**config.mk**
```make
export PLATFORM = sky130hd
export DESIGN_NAME = brt_resolver
export DESIGN_NICKNAME = d
export VERILOG_FILES = /design/src/rtl/brt_pkg.sv /design/src/rtl/brt_decode.sv /design/src/rtl/brt_target.sv /design/src/rtl/brt_resolver.sv
export SDC_FILE = /design/constraint.sdc
export NUM_CORES = 1
export LEC_CHECK = 0
export BUFFER_PORTS_ARGS = -buffer_cell sky130_fd_sc_hd__buf_2
export CAP_MARGIN = 20
export CORE_UTILIZATION = 35
export CTS_CLUSTER_SIZE = 16
export DETAILED_ROUTE_END_ITERATION = 10
export PLACE_DENSITY_LB_ADDON = 0.15
export RECOVER_POWER = 50
export REMOVE_ABC_BUFFERS = 1
export SLEW_MARGIN = 10
export SYNTH_ARGS = -nofsm -noshare
export SYNTH_HDL_FRONTEND = slang
export SYNTH_SLANG_ARGS = --single-unit
export TNS_END_PERCENT = 100
```
**constraint.sdc**
```tcl
create_clock -name clk -period 5.6 [get_ports clk]
set_clock_uncertainty 0.05 [all_clocks]
set_input_delay 0.56 -clock clk [delete_from_list [all_inputs] [get_ports clk]]
set_output_delay 0.56 -clock clk [all_outputs]
set_load 0.05 [all_outputs]
```
**src/rtl/brt_pkg.sv**
```systemverilog
// Shared types for the branch resolver.
// Assumes opcodes are 8 bits and flags are the four condition bits n, v, z, c.
package brt_pkg;
    typedef enum logic [1:0] {
        BK_NONE  = 2'd0,
        BK_COND  = 2'd1,
        BK_SHORT = 2'd2,
        BK_LONG  = 2'd3
    } br_kind_e;

    typedef struct packed {
        logic n;
        logic v;
        logic z;
        logic c;
    } flags_t;

    localparam logic [7:0] OP_ALWAYS_SHORT = 8'h80;
    localparam logic [7:0] OP_ALWAYS_LONG  = 8'h82;
    localparam logic [4:0] COND_LOW_BITS   = 5'b10000;
endpackage

```
**src/rtl/brt_decode.sv**
```systemverilog
// Classifies an opcode into a branch kind and evaluates its condition.
// Assumes the conditional family shares a fixed low-bit pattern, with the
// flag picked by the two top bits and the wanted value given by bit 5.
module brt_decode
    import brt_pkg::*;
(
    input  logic [7:0] opcode,
    input  flags_t     flags,
    output br_kind_e   kind,
    output logic       cond_met
);
    logic sel_flag;

    // Map the opcode to its branch family.
    always_comb begin
        if (opcode[4:0] == COND_LOW_BITS)  kind = BK_COND;
        else if (opcode == OP_ALWAYS_SHORT) kind = BK_SHORT;
        else if (opcode == OP_ALWAYS_LONG)  kind = BK_LONG;
        else                                kind = BK_NONE;
    end

    // Pick the flag tested by a conditional opcode.
    always_comb begin
        case (opcode[7:6])
            2'b00:   sel_flag = flags.n;
            2'b01:   sel_flag = flags.v;
            2'b10:   sel_flag = flags.c;
            default: sel_flag = flags.z;
        endcase
    end

    // Decide whether the branch is taken for each kind.
    always_comb begin
        case (kind)
            BK_COND:  cond_met = (sel_flag == opcode[5]);
            BK_SHORT: cond_met = 1'b1;
            BK_LONG:  cond_met = 1'b1;
            default:  cond_met = 1'b0;
        endcase
    end
endmodule

```
**src/rtl/brt_target.sv**
```systemverilog
// Computes the relative target and picks the next PC.
// Assumes seq_pc is the address after the whole branch instruction. Short
// offsets are sign-extended and long offsets are {hi, lo}. The sum wraps.
module brt_target
    import brt_pkg::*;
#(
    parameter int ADDR_W = 16,
    parameter int DISP_W = 8
) (
    input  br_kind_e            kind,
    input  logic                cond_met,
    input  logic [ADDR_W-1:0]   seq_pc,
    input  logic [DISP_W-1:0]   disp_lo,
    input  logic [DISP_W-1:0]   disp_hi,
    output logic [ADDR_W-1:0]   pc_out,
    output logic [1:0]          len_out
);
    localparam int LONG_W = 2 * DISP_W;

    logic [ADDR_W-1:0] short_off;
    logic [ADDR_W-1:0] long_off;
    logic [LONG_W-1:0] long_raw;
    logic [ADDR_W-1:0] offset;

    assign long_raw  = {disp_hi, disp_lo};
    assign short_off = {{(ADDR_W-DISP_W){disp_lo[DISP_W-1]}}, disp_lo};

    // Fit the long offset to the address width.
    generate
        if (ADDR_W > LONG_W) begin : g_long_ext
            assign long_off = {{(ADDR_W-LONG_W){long_raw[LONG_W-1]}}, long_raw};
        end else if (ADDR_W == LONG_W) begin : g_long_eq
            assign long_off = long_raw;
        end else begin : g_long_trunc
            assign long_off = long_raw[ADDR_W-1:0];
        end
    endgenerate

    // Choose the offset and form the next PC with modular addition.
    always_comb begin
        offset = (kind == BK_LONG) ? long_off : short_off;
        pc_out = cond_met ? (seq_pc + offset) : seq_pc;
    end

    // Instruction length per kind.
    always_comb begin
        case (kind)
            BK_LONG:          len_out = 2'd3;
            BK_COND, BK_SHORT: len_out = 2'd2;
            default:          len_out = 2'd0;
        endcase
    end
endmodule

```
**src/rtl/brt_resolver.sv**
```systemverilog
// Top of the branch resolver: decode, target computation, output register.
// Assumes inputs are stable around each rising edge. Results have a latency
// of one cycle and are cleared by a synchronous active-low reset.
module brt_resolver
    import brt_pkg::*;
#(
    parameter int ADDR_W = 16,
    parameter int BANK_W = 8,
    parameter int DISP_W = 8
) (
    input  logic              clk,
    input  logic              rst_n,
    input  logic [7:0]        opcode,
    input  logic              flag_n,
    input  logic              flag_v,
    input  logic              flag_z,
    input  logic              flag_c,
    input  logic [ADDR_W-1:0] seq_pc,
    input  logic [BANK_W-1:0] bank_in,
    input  logic [DISP_W-1:0] disp_lo,
    input  logic [DISP_W-1:0] disp_hi,
    output logic              taken,
    output logic              invalid,
    output logic [1:0]        insn_len,
    output logic [ADDR_W-1:0] next_pc,
    output logic [BANK_W-1:0] next_bank
);
    flags_t            flags;
    br_kind_e          kind;
    logic              cond_met;
    logic [ADDR_W-1:0] pc_comb;
    logic [1:0]        len_comb;

    assign flags = '{n: flag_n, v: flag_v, z: flag_z, c: flag_c};

    brt_decode u_decode (
        .opcode   (opcode),
        .flags    (flags),
        .kind     (kind),
        .cond_met (cond_met)
    );

    brt_target #(.ADDR_W(ADDR_W), .DISP_W(DISP_W)) u_target (
        .kind     (kind),
        .cond_met (cond_met),
        .seq_pc   (seq_pc),
        .disp_lo  (disp_lo),
        .disp_hi  (disp_hi),
        .pc_out   (pc_comb),
        .len_out  (len_comb)
    );

    // Register every result. Synchronous reset clears all outputs.
    always_ff @(posedge clk) begin
        if (!rst_n) begin
            taken     <= 1'b0;
            invalid   <= 1'b0;
            insn_len  <= 2'd0;
            next_pc   <= '0;
            next_bank <= '0;
        end else begin
            taken     <= cond_met;
            invalid   <= (kind == BK_NONE);
            insn_len  <= len_comb;
            next_pc   <= pc_comb;
            next_bank <= bank_in;
        end
    end

    // the always-short opcode is taken with length 2.
    p_always_short_r5: assert property (@(posedge clk) disable iff (!rst_n)
        (opcode == OP_ALWAYS_SHORT) |=> (taken && insn_len == 2'd2));

    // the long opcode is taken with length 3.
    p_long_len_r6: assert property (@(posedge clk) disable iff (!rst_n)
        (opcode == OP_ALWAYS_LONG) |=> (taken && insn_len == 2'd3));

    // the bank passes through one cycle later.
    p_bank_pass_r8: assert property (@(posedge clk) disable iff (!rst_n)
        1'b1 |=> (next_bank == $past(bank_in)));

    // an invalid opcode never reports a taken branch or a length.
    p_invalid_quiet_r9: assert property (@(posedge clk) disable iff (!rst_n)
        invalid |-> (!taken && insn_len == 2'd0));

    // a failed condition falls through to the sequential address.
    p_fall_through_r4: assert property (@(posedge clk) disable iff (!rst_n)
        (kind == BK_COND && !cond_met) |=>
            (!taken && next_pc == $past(seq_pc) && insn_len == 2'd2));

    // outputs hold when the registered inputs did not change.
    p_hold_r11: assert property (@(posedge clk) disable iff (!rst_n)
        ($stable(opcode) && $stable(seq_pc) && $stable(flags) &&
         $stable(disp_lo) && $stable(disp_hi) && $stable(bank_in) &&
         $past(rst_n)) |=> $stable(next_pc));
endmodule

```
### Word-level counts from Yosys, hierarchy flattened

Cells that the tools add are included.

| cells by class | value |
|---|---|
| reduce and logical (&&, ||, !) cells | 4 |
| mux-type cells | 8 |
| add/sub/neg operators | 1 |
| eq/ne operators | 9 |

Operators by type and width:

| operator | number |
|---|---|
| two-way mux 16 bit | 2 |
| adder 16 bit | 1 |
| == test 8 bit (second input constant) | 2 |
| == test 2 bit (second input constant) | 3 |
| two-way mux 2 bit | 3 |
| == test 5 bit (second input constant) | 1 |
| == test 2 x 1 -> 1 bit (second input constant) | 2 |
| logical NOT 2 bit | 2 |
| one-hot mux 2 bit (2 select lines) | 1 |
| OR reduction 2 bit | 2 |
| one-hot mux 1 bit (3 select lines) | 1 |
| one-hot mux 1 bit (2 select lines) | 1 |
| == test 1 bit | 1 |

| storage, ports and cells | value |
|---|---|
| flip-flop bits (word level) | 28 |
| output and inout port bits | 28 |
| input port bits | 54 |
| logic and storage cells | 27 |

### Depth between registers and ports, before layout

Gate-level depths: netlist of the first run.

| logic depth | value |
|---|---|
| depth in word-level cells | 8 |
| mapped depth | 11 |
| depth with buffers taken out | 10 |

### Modules after synthesis

From an unflattened synthesis of the first run, not the netlist that was laid out.

| second synthesis, totals | value |
|---|---|
| cell total of the unflattened synthesis | 202 |
| area, all modules | 1,893.1 um^2 |

By module, submodules not included:

| module | instances | cells each | area an instance (um^2) |
|---|---|---|---|
| brt_target | 1 | 133 | 1,018.5 |
| brt_resolver | 1 | 58 | 785.8 |
| brt_decode | 1 | 11 | 88.8 |

### Worst setup path before layout of the first run

Ideal clock, no wire load.

| path | value |
|---|---|
| path type | in2reg |
| start | input port opcode[5] |
| end | register next_pc[14] |
| arrival time | 2.960 ns |
| setup slack | 2.511 ns |
| stages on the path | 10 |
| cells stage by stage | nor4b_2 a31oi_1 a41o_1 ha_1 clkbuf_1 a21o_1 a21o_1 a21o_1 or4b_1 o211ai_1 |

| on the way | value |
|---|---|
| word-level cells in the longest chain between the ends | 8 |
| elaborated cells between the ends (all ways) | 14 |

Ends and longest elaborated chain:

| item | line | source |
|---|---|---|
| start, declared | brt_resolver.sv:13 | `input logic [7:0] opcode,` |
| == test 8 bit | brt_decode.sv:18 | `else if (opcode == OP_ALWAYS_LONG) kind = BK_LONG;` |
| two-way mux 2 bit | brt_decode.sv:18 |  |
| two-way mux 2 bit | brt_decode.sv:17 | `else if (opcode == OP_ALWAYS_SHORT) kind = BK_SHORT;` |
| two-way mux 2 bit | brt_decode.sv:16 | `if (opcode[4:0] == COND_LOW_BITS) kind = BK_COND;` |
| == test 2 bit, on equally long branches | brt_decode.sv:34, brt_target.sv:41 |  |
| two-way mux 16 bit or OR reduction 2 bit (tied branches) | n/a |  |
| adder 16 bit or one-hot mux 1 bit (2 select lines) (tied branches) | brt_target.sv:42, brt_decode.sv:34 |  |
| two-way mux 16 bit * | brt_target.sv:42 | `pc_out = cond_met ? (seq_pc + offset) : seq_pc;` |
| end signal, assigned | brt_resolver.sv:65 | `next_pc <= pc_comb;` |
| end, declared | brt_resolver.sv:25 | `output logic [ADDR_W-1:0] next_pc,` |

Every way passes the cells marked *; elsewhere a longest branch is shown, timed or not.
A chain may end at the register's enable or synchronous reset.

### Final worst setup path of the first run

| path | value |
|---|---|
| start | input port opcode[5] |
| end | register next_pc[15] |

Same word-level chain as after synthesis.

==> metrics.yaml, run 1 <==
synth:
  synth_cell_types: 41
  synth-seq-cells: 28
  synthTopCellsByArea: "dfxtp_1, ha_1, a21oi_1"
  syn_area_um2: 1830
  synth_flop_cell: "dfxtp_1"
  yosys_warnings: 0
  synth_top_area_frac: 0.306
  yosysTopAreaCell: "dfxtp_1"
  avgSynthCellArea_um2: 8.73
  synth_edf_count: 0
  syn_inst: 210
  async_reset_ff_frac: 0
  ys_seq_area_frac: 0.306
floorplan:
  die_h_um: 74.4
  design.core.area_um2: 4880
  initial_core_util: 0.376
  rows: 25
  dieArea_um2: 5530
  fp.dieW_um: 74.4
  io_pins: 82
timing:
  period_minus_slack_ns: 3.55
  slew_headroom: 0.380
  rsz0062_at_grt: "false"
  fin_tns_setup_ns: 0
  fin_ws_ns: 2.05
  slew_violations: 0
  min_period_over_period: 0.633
  hold_viol: 0
  max_clock_freq_mhz: 282
  finalSetupViolCount: 0
  tightest_slew_ns: 0.930
cts:
  clk_pin_slew_ns: 0.10
  cts_max_path_buffers: 2
  numCtsBuffers: 3
  post-cts-setup-buffers: 0
  root_buffer: "clkbuf_8"
  cts_tree: "yes"
  post_cts_resized: 0
  cts.sinks: 28
  hold_buffers: 0
  cts-htree-levels: 1
global_routing:
  grt_max_degree: 25
  overflow: 0
  grtUsageTotal: 0.165
  grt_pass1_wl_um: 7060
  antenna_found_initial: 0
  grt_pass1_vias: 1568
power_and_ir_drop:
  powerDensity_nw_per_um2: 216
  p_leak_nw: 1.06
  peakVddDrop_mv: 0.115
detailed_routing:
  drc: 0
  drt_iter0_drc: 68
  wl_um: 4560
  vias: 1779
  routedWlPerCell_um: 12.9
  via_per_inst: 5.04
  drtPass1Iterations: 4
  postRouteAntennaNets: 0
critical_path:
  cp_max_fo: 12
  startpoint_type: "input pin"
  path_class: "input pin to flip-flop"
  endpoint_kind: "flip-flop"
  arrival_ns: 3.66
  required_ns: 5.71
finish:
  num-nets-final: 359
  insertedDiodeCount: 0
  layout-drive-gt1-share: 0.255
  syn_to_final_growth_pct: 26.3
hold_path:
  hold_class: "input pin to flip-flop"
  hp-start: "bank_in[4]"
  holdPathEnd: "next_bank[4]"
  min_path_cells: 2
place:
  post-place-ws_ns: 2.11
  port_buffers: 81
  gp_congestion: 0.833
  hpwl_um: 3730
outcome:
  status: "complete, no violations"
run:
  maxCapViolCount: 0
==> critical path: stages <==
cell,delay [ns]
buf_2,0.13
nor4b_2,0.28
clkbuf_1,0.41
a31oi_1,0.34
a41o_1,0.32
ha_1,0.39
o211ai_1,0.11
nor2_1,0.21
a41oi_1,0.21
o21ai_0,0.23
mux2_2,0.36
mux2i_1,0.11
==> per-layer routing <==
layer / part of all wire / vias up / GRT usage
met4: 0.013 / 0 / 0.0461
met3: 0.060 / 8 / 0.0312
met2: 0.43 / 51 / 0.261
met1: 0.50 / 793 / 0.227
met5: 0 / - / 0
li1: - / 927 / -
==> placed cells by master (no fill, tap or decap), drive strengths merged, types with 3 or more instances in the layout <==
cell    synthesis  layout
buf             2      65
dfxtp          28      28
clkbuf          9      22
ha             16      16
a21oi          15      15
nor2           13      13
nand2          13      13
o21ai          13      13
and2           10      10
a21o            9       9
xnor2           9       9
inv             8       8
a41o            7       7
o211ai          7       7
mux2i           7       7
nor3            5       5
a31oi           4       4
a21boi          3       3
nand3           3       3
==> metrics by stage <==
stage | cell area, um2 | hold WS, ns | power (mW) | std cells | utilization
floorplan | 1790 | 0.632 | 0.343 | 199 | -
global placement | 2300 | 0.720 | 0.395 | 350 | 0.472
detailed placement | 2300 | 0.720 | 0.396 | 350 | 0.472
CTS | 2340 | 0.439 | 0.505 | 353 | 0.480
global route | 2320 | 0.426 | 0.531 | 353 | 0.475
finish | 2320 | 0.439 | 0.499 | 353 | 0.475
==> how the worst max path moves through the flow <==
stage | start | end | cells after the start
after detailed placement | opcode[5] | next_pc[15] | 12
final | opcode[5] | next_pc[15] | 12
after floorplan | opcode[5] | next_pc[14] | 9
after CTS | opcode[5] | next_pc[15] | 12
after global placement | opcode[5] | next_pc[15] | 12
after global routing | opcode[5] | next_pc[15] | 12
==> area by class of cell <==
cell class | count | area [um2]
Timing Repair Buffer | 84 | 402
Tap cell | 67 | 83.8
Sequential cell | 28 | 561
Clock buffer | 3 | 41.3
Multi-Input combinational cell | 163 | 1200
Fill cell | 527 | 2560
Inverter | 8 | 30.0
==> power breakdown <==
part | switching [mW] | internal [mW] | total, mW
logic | 0.110 | 0.0667 | 0.177
clock network | 0.0621 | 0.0482 | 0.110
registers | 0.00236 | 0.210 | 0.212
total | 0.175 | 0.324 | 0.499
==> flip-flops by register name, summed over array words and instances, names as in the netlist <==
name       flops
taken          1
next_pc       16
insn_len       2
invalid        1
next_bank      8
==> cell families after synthesis <==
logic type      after synthesis  share of synthesized area
fa+ha+maj                    17                      0.120
flops                        28                      0.306
xor+xnor                     10                     0.0519
buf+inv                      19                     0.0403
compound gates               69                      0.257
simple gates                 58                      0.168
mux                           9                     0.0567
==> cells in the mapped netlist (3+ instances only) <==
library cell  instances
nor2_1               13
nor3_1                5
inv_1                 8
nand2_1              13
and2_1               10
o211ai_1              7
a41o_1                7
o21ai_1               3
a21boi_0              3
o21ai_0              10
xnor2_1               8
a21o_1                9
dfxtp_1              28
nand3_1               3
ha_1                 16
mux2i_1               7
clkbuf_1              9
a31oi_1               4
a21oi_1              14
(Power assumes the default switching activity.)
==> inputs of run 2 (changes only) <==
clock period = 3.6 ns   (was 5.6 ns; I/O delays follow)
==> run 2 against run 1 <==
Net effect:
- setup slack worse by 1.3 ns
- sequential power up 56%
- cell count up 0.28%
- highest routed layer unchanged
- power up 61%
- combinational power up 56%
- largest power group unchanged
- critical path depth down 1
==> metrics.yaml, run 2 (synthesis gave the netlist of run 1 again) <==
finish:
  final_common_cell: "buf_2"  # unchanged
  instances_no_fill: 354  # was 353
  final_cell_area_um2: 2330  # was 2320 um2
  regMostFlops: "next_pc"  # unchanged
  largest_reg_flops: 16  # unchanged
  fillers: 513  # was 527
  layout-drive-gt1-share: 0.258  # was 0.255
  syn_to_final_growth_pct: 27.1  # was 26.3%
  fin_util: 0.477  # was 0.475
  layout_common_cells: "buf_2, dfxtp_1, clkbuf_1, ha_1, a21oi_1"  # unchanged
  insertedDiodeCount: 0  # unchanged
  num-nets-final: 359  # unchanged
  largestRegisters: "next_pc x16, next_bank x8, insn_len x2"  # unchanged
floorplan:
  fp.dieW_um: 74.4  # unchanged
  io_pins: 82  # unchanged
  rows: 25  # unchanged
  die_h_um: 74.4  # unchanged
  design.core.area_um2: 4880  # unchanged
  dieArea_um2: 5530  # unchanged
  initial_core_util: 0.376  # unchanged
place:
  place_area_um2: 2300  # unchanged
  gp_congestion: 0.846  # was 0.833
  dp_cells: 350  # unchanged
  port_buffers: 81  # unchanged
  post-place-ws_ns: 0.420  # was 2.11 ns
  hpwl_um: 3680  # was 3730 um
global_routing:
  grt_pass1_vias: 1706  # was 1568
  met3_usage: 0.0271  # was 0.0312
  grt_pass1_wl_um: 7500  # was 7060 um
  overflow: 0  # unchanged
  antenna_found_initial: 0  # unchanged
  grt_max_degree: 25  # unchanged
  use_met2: 0.278  # was 0.261
  grt_busiest_layer: "met2"  # unchanged
  use_met1: 0.231  # was 0.227
  grtUsageTotal: 0.172  # was 0.165
hold_path:
  hold_class: "input pin to flip-flop"  # unchanged
timing:
  rsz0062_at_grt: "false"  # unchanged
  slew_violations: 0  # unchanged
  finalSetupViolCount: 0  # unchanged
  period_minus_slack_ns: 2.88
  slew_headroom: 0.402  # was 0.380
  fin_ws_ns: 0.717  # was 2.05 ns
  hold_viol: 0  # unchanged
  min_period_over_period: 0.801
  tightest_slew_ns: 0.897  # was 0.930 ns
  fin_tns_setup_ns: 0  # unchanged
  max_clock_freq_mhz: 347
  hold_slack_ns: 0.240  # was 0.439 ns
detailed_routing:
  routedWlPerCell_um: 13.0  # was 12.9 um
  via_per_inst: 5.06  # was 5.04
  vias: 1792  # was 1779
  drtPass1Iterations: 4  # unchanged
  drt_iter0_drc: 88  # was 68
  postRouteAntennaNets: 0  # unchanged
  drc: 0  # unchanged
  wl_um: 4610  # was 4560 um
power_and_ir_drop:
  p_leak_nw: 1.07  # was 1.06 nW
  powerDensity_nw_per_um2: 345  # was 216 nW/um2
  peakVddDrop_mv: 0.137  # was 0.115 mV
  power.total_mw: 0.803  # was 0.499 mW
run:
  maxCapViolCount: 0  # unchanged
cts:
  cts_tree: "yes"  # unchanged
  post-cts-setup-buffers: 0  # unchanged
  cts_max_path_buffers: 2  # unchanged
  hold_buffers: 0  # unchanged
  post_cts_resized: 0  # unchanged
  clk_pin_slew_ns: 0.10  # about the same
  cts.sinks: 28  # unchanged
  root_buffer: "clkbuf_8"  # unchanged
  cts-htree-levels: 1  # unchanged
  numCtsBuffers: 3  # unchanged
critical_path:
  arrival_ns: 3.00  # was 3.66 ns
  cp_max_fo: 8  # was 12
  startpoint_type: "input pin"  # unchanged
  required_ns: 3.72  # was 5.71 ns
  endpoint_kind: "flip-flop"  # unchanged
  path_class: "input pin to flip-flop"  # unchanged
outcome:
  status: "complete, no violations"  # unchanged
[run 2: cell type report]
class / instances / area, um2 / share of cell area
Clock buffer: 4 / 55.1 / 0.0236
Timing Repair Buffer: 84 / 402 / 0.172
Tap cell: 67 / 83.8 / 0.0360
Multi-Input combinational cell: 163 / 1200 / 0.515
Inverter: 8 / 30.0 / 0.0129
Sequential cell: 28 / 561 / 0.241
[run 2: where the power goes]
group / switching [mW] / internal [mW] / total [mW]
Clock: 0.0981 / 0.0979 / 0.196
Combinational: 0.173 / 0.104 / 0.277
Sequential: 0.00391 / 0.326 / 0.330
[run 2: routing by layer]
| metal | vias up | part of all wire |
|---|---|---|
| li1 | 932 | - |
| met1 | 807 | 0.48 |
| met2 | 47 | 0.45 |
| met3 | 6 | 0.051 |
| met4 | 0 | 0.010 |
| met5 | - | 0 |
[run 2: worst max-delay path: stages]
cell and delay, ns:
buf_2 0.12, nor4b_2 0.31, a31oi_1 0.28, a41o_1 0.29, ha_1 0.39, o211ai_1 0.12, nor2_1 0.19, a41oi_1 0.19
o21ai_0 0.27, mux2_2 0.37, mux2i_1 0.11
[run 2: path summary, 6_finish.rpt]
path | depth (start not counted) | start | slack [ns] | to
worst max-delay path | 11 | opcode[5] | 0.72 | next_pc[15]
worst min-delay path | 2 | bank_in[4] | 0.24 | next_bank[4]
==> inputs of run 3 (changes only) <==
ABC_AREA = 1   (was unset)
clock period = 2.5 ns   (was 3.6 ns; I/O delays follow)
==> run 3 against run 2 <==
Net effect:
- sequential power up 44%
- clock power up 83%
- area after synthesis up 8.5%
- sequential share of layout area down 1.5 points
- cell count up 26%
- critical endpoint unchanged
- largest power group unchanged
- highest routed layer unchanged
==> metrics.yaml, run 3 <==
outcome:
  status: "complete, no violations"  # unchanged
detailed_routing:
  postRouteAntennaNets: 0  # unchanged
  drtPass1Iterations: 4  # unchanged
  drt_iter0_drc: 57  # was 88
  drc: 0  # unchanged
  via_per_inst: 4.37  # was 5.06
  wl_um: 4520  # was 4610 um
  routedWlPerCell_um: 10.1  # was 13.0 um
  vias: 1949  # was 1792
synth:
  synth-seq-cells: 28  # unchanged
  synth_flop_cell: "dfxtp_1"  # unchanged
  yosysMostFrequentCell: "nand2_1"  # was dfxtp_1
  ys_top_cells_by_count: "nand2_1, inv_1, dfxtp_1"  # was dfxtp_1, ha_1, a21oi_1
  ys_seq_area_frac: 0.282  # was 0.306
  async_reset_ff_frac: 0  # unchanged
  syn_area_um2: 1990  # was 1830 um2
  synth_top_area_frac: 0.282  # was 0.306
  synth_edf_count: 0  # unchanged
  yosys_warnings: 0  # unchanged
  syn_inst: 294  # was 210
  synth_cell_types: 32  # was 41
  yosysTopAreaCell: "dfxtp_1"  # unchanged
  synthTopCellsByArea: "dfxtp_1, nand2_1, inv_1"  # was dfxtp_1, ha_1, a21oi_1
  avgSynthCellArea_um2: 6.76  # was 8.73 um2
finish:
  layout-drive-gt1-share: 0.233  # was 0.258
  insertedDiodeCount: 0  # unchanged
  largest_reg_flops: 16  # unchanged
  final_common_cell: "nand2_1"  # was buf_2
  num-nets-final: 446  # was 359
  regMostFlops: "next_pc"  # unchanged
  largestRegisters: "next_pc x16, next_bank x8, insn_len x2"  # unchanged
  layout_common_cells: "nand2_1, buf_2, inv_1, dfxtp_1"  # was buf_2, dfxtp_1, clkbuf_1, ha_1, a21oi_1
  syn_to_final_growth_pct: 25.0  # was 27.1%
floorplan:
  die_h_um: 77.4  # was 74.4 um
  dieArea_um2: 5990  # was 5530 um2
  fp.dieW_um: 77.4  # was 74.4 um
  io_pins: 82  # unchanged
  design.core.area_um2: 5510  # was 4880 um2
  initial_core_util: 0.361  # was 0.376
  rows: 27  # was 25
critical_path:
  slowest_stage: "ha_1"  # unchanged
  path_class: "input pin to flip-flop"  # unchanged
  startpoint_type: "input pin"  # unchanged
  endpoint_kind: "flip-flop"  # unchanged
  arrival_ns: 2.20  # was 3.00 ns
  crit_family: "simple AND/OR/NAND/NOR gates"  # was compound AO/OA/AOI/OAI gates
  critPathBufInv: 3  # was 1
  path_common_cell: "nand2_1"
  required_ns: 2.63  # was 3.72 ns
  max_stage_delay_ns: 0.32  # was 0.39 ns
  cp_cell_sequence: "buf_2, inv_1, nand2_1, nor2_4, nand2_4, o21ai_0, inv_1, ha_1, nand2_1, nand2_1, nand2_1, nand2_1, a21oi_1, nand2_1, nand2_1, nand3_2, nor2_1, nor2_2"  # was buf_2, nor4b_2, a31oi_1, a41o_1, ha_1, o211ai_1, nor2_1, a41oi_1, o21ai_0, mux2_2, mux2i_1
  cp_max_fo: 9  # was 8
cts:
  post-cts-setup-buffers: 0  # unchanged
  root_buffer: "clkbuf_8"  # unchanged
  cts_max_path_buffers: 2  # unchanged
  cts.sinks: 28  # unchanged
  numCtsBuffers: 3  # unchanged
  cts_tree: "yes"  # unchanged
  post_cts_resized: 0  # unchanged
  cts-htree-levels: 1  # unchanged
  clk_pin_slew_ns: 0.10  # about the same
  hold_buffers: 0  # unchanged
run:
  maxCapViolCount: 0  # unchanged
place:
  hpwl_um: 3710  # was 3680 um
  gp_congestion: 0.828  # was 0.846
  post-place-ws_ns: 0.107  # was 0.420 ns
  port_buffers: 81  # unchanged
timing:
  slew_violations: 0  # unchanged
  finalSetupViolCount: 0  # unchanged
  fin_tns_setup_ns: 0  # unchanged
  fin_ws_ns: 0.425  # was 0.717 ns
  min_period_over_period: 0.830
  period_minus_slack_ns: 2.08
  rsz0062_at_grt: "false"  # unchanged
  max_clock_freq_mhz: 482
  tightest_slew_ns: 1.13  # was 0.897 ns
  slew_headroom: 0.245  # was 0.402
  hold_viol: 0  # unchanged
global_routing:
  use_met2: 0.261  # was 0.278
  grt_max_degree: 28  # was 25
  use_met1: 0.212  # was 0.231
  grt_pass1_vias: 1807  # was 1706
  grt_busiest_layer: "met2"  # unchanged
  antenna_found_initial: 0  # unchanged
  met3_usage: 0.0224  # was 0.0271
  grt_pass1_wl_um: 7720  # was 7500 um
  grtUsageTotal: 0.158  # was 0.172
  overflow: 0  # unchanged
hold_path:
  hold_class: "input pin to flip-flop"  # unchanged
power_and_ir_drop:
  power.total_mw: 1.24  # was 0.803 mW
  powerDensity_nw_per_um2: 500  # was 345 nW/um2
  peakVddDrop_mv: 0.265  # was 0.137 mV
  p_leak_nw: 1.44  # was 1.07 nW
==> run 3: per-stage QoR <==
step | hold WS, ns | std cells | instance area (um2) | utilization
finish | 0.100 | 446 | 2490 | 0.451
global route | 0.0904 | 446 | 2490 | 0.451
CTS | 0.0935 | 446 | 2510 | 0.456
detailed placement | 0.385 | 442 | 2440 | 0.443
global placement | 0.380 | 442 | 2440 | 0.443
floorplan | 0.293 | 289 | 1940 | -
==> run 3: kinds of logic after synthesis <==
| logic type | synth area share |
|---|---|
| and+or+nand+nor | 0.312 |
| buffers and inverters | 0.129 |
| xor gates and xnor gates | 0.0396 |
| DFF | 0.282 |
| AOI/OAI and AO/OA | 0.127 |
| adders and majority gates | 0.111 |
==> run 3: cell type report <==
type | instances | area (um2)
clock buffer | 3 | 41.3
clock inverter | 1 | 30.0
fill | 604 | 3020
inverter | 56 | 210
multi-input combinational | 205 | 1170
sequential | 28 | 561
tap | 72 | 90.1
timing repair buffer | 81 | 383
==> run 3: worst paths after layout <==
path | cells past startpoint | slack (ns) | end | startpoint
worst max-delay path | 18 | 0.42 | next_pc[15] | opcode[4]
worst min-delay path | 3 | 0.10 | next_bank[0] | bank_in[0]
==> run 3: routing by layer <==
layer,vias to the layer above,wire (um)
met2,48,1990
li1,1079,-
met4,0,36
met3,2,229
met1,820,2260
met5,-,0
==> run 3: report_power, final <==
group	internal, mW	total, mW	leakage, nW	switching, mW
clock	0.214	0.359	0.0357	0.145
combinational	0.139	0.408	1.17	0.268
sequential	0.470	0.475	0.233	0.00556
total	0.824	1.24	1.44	0.419
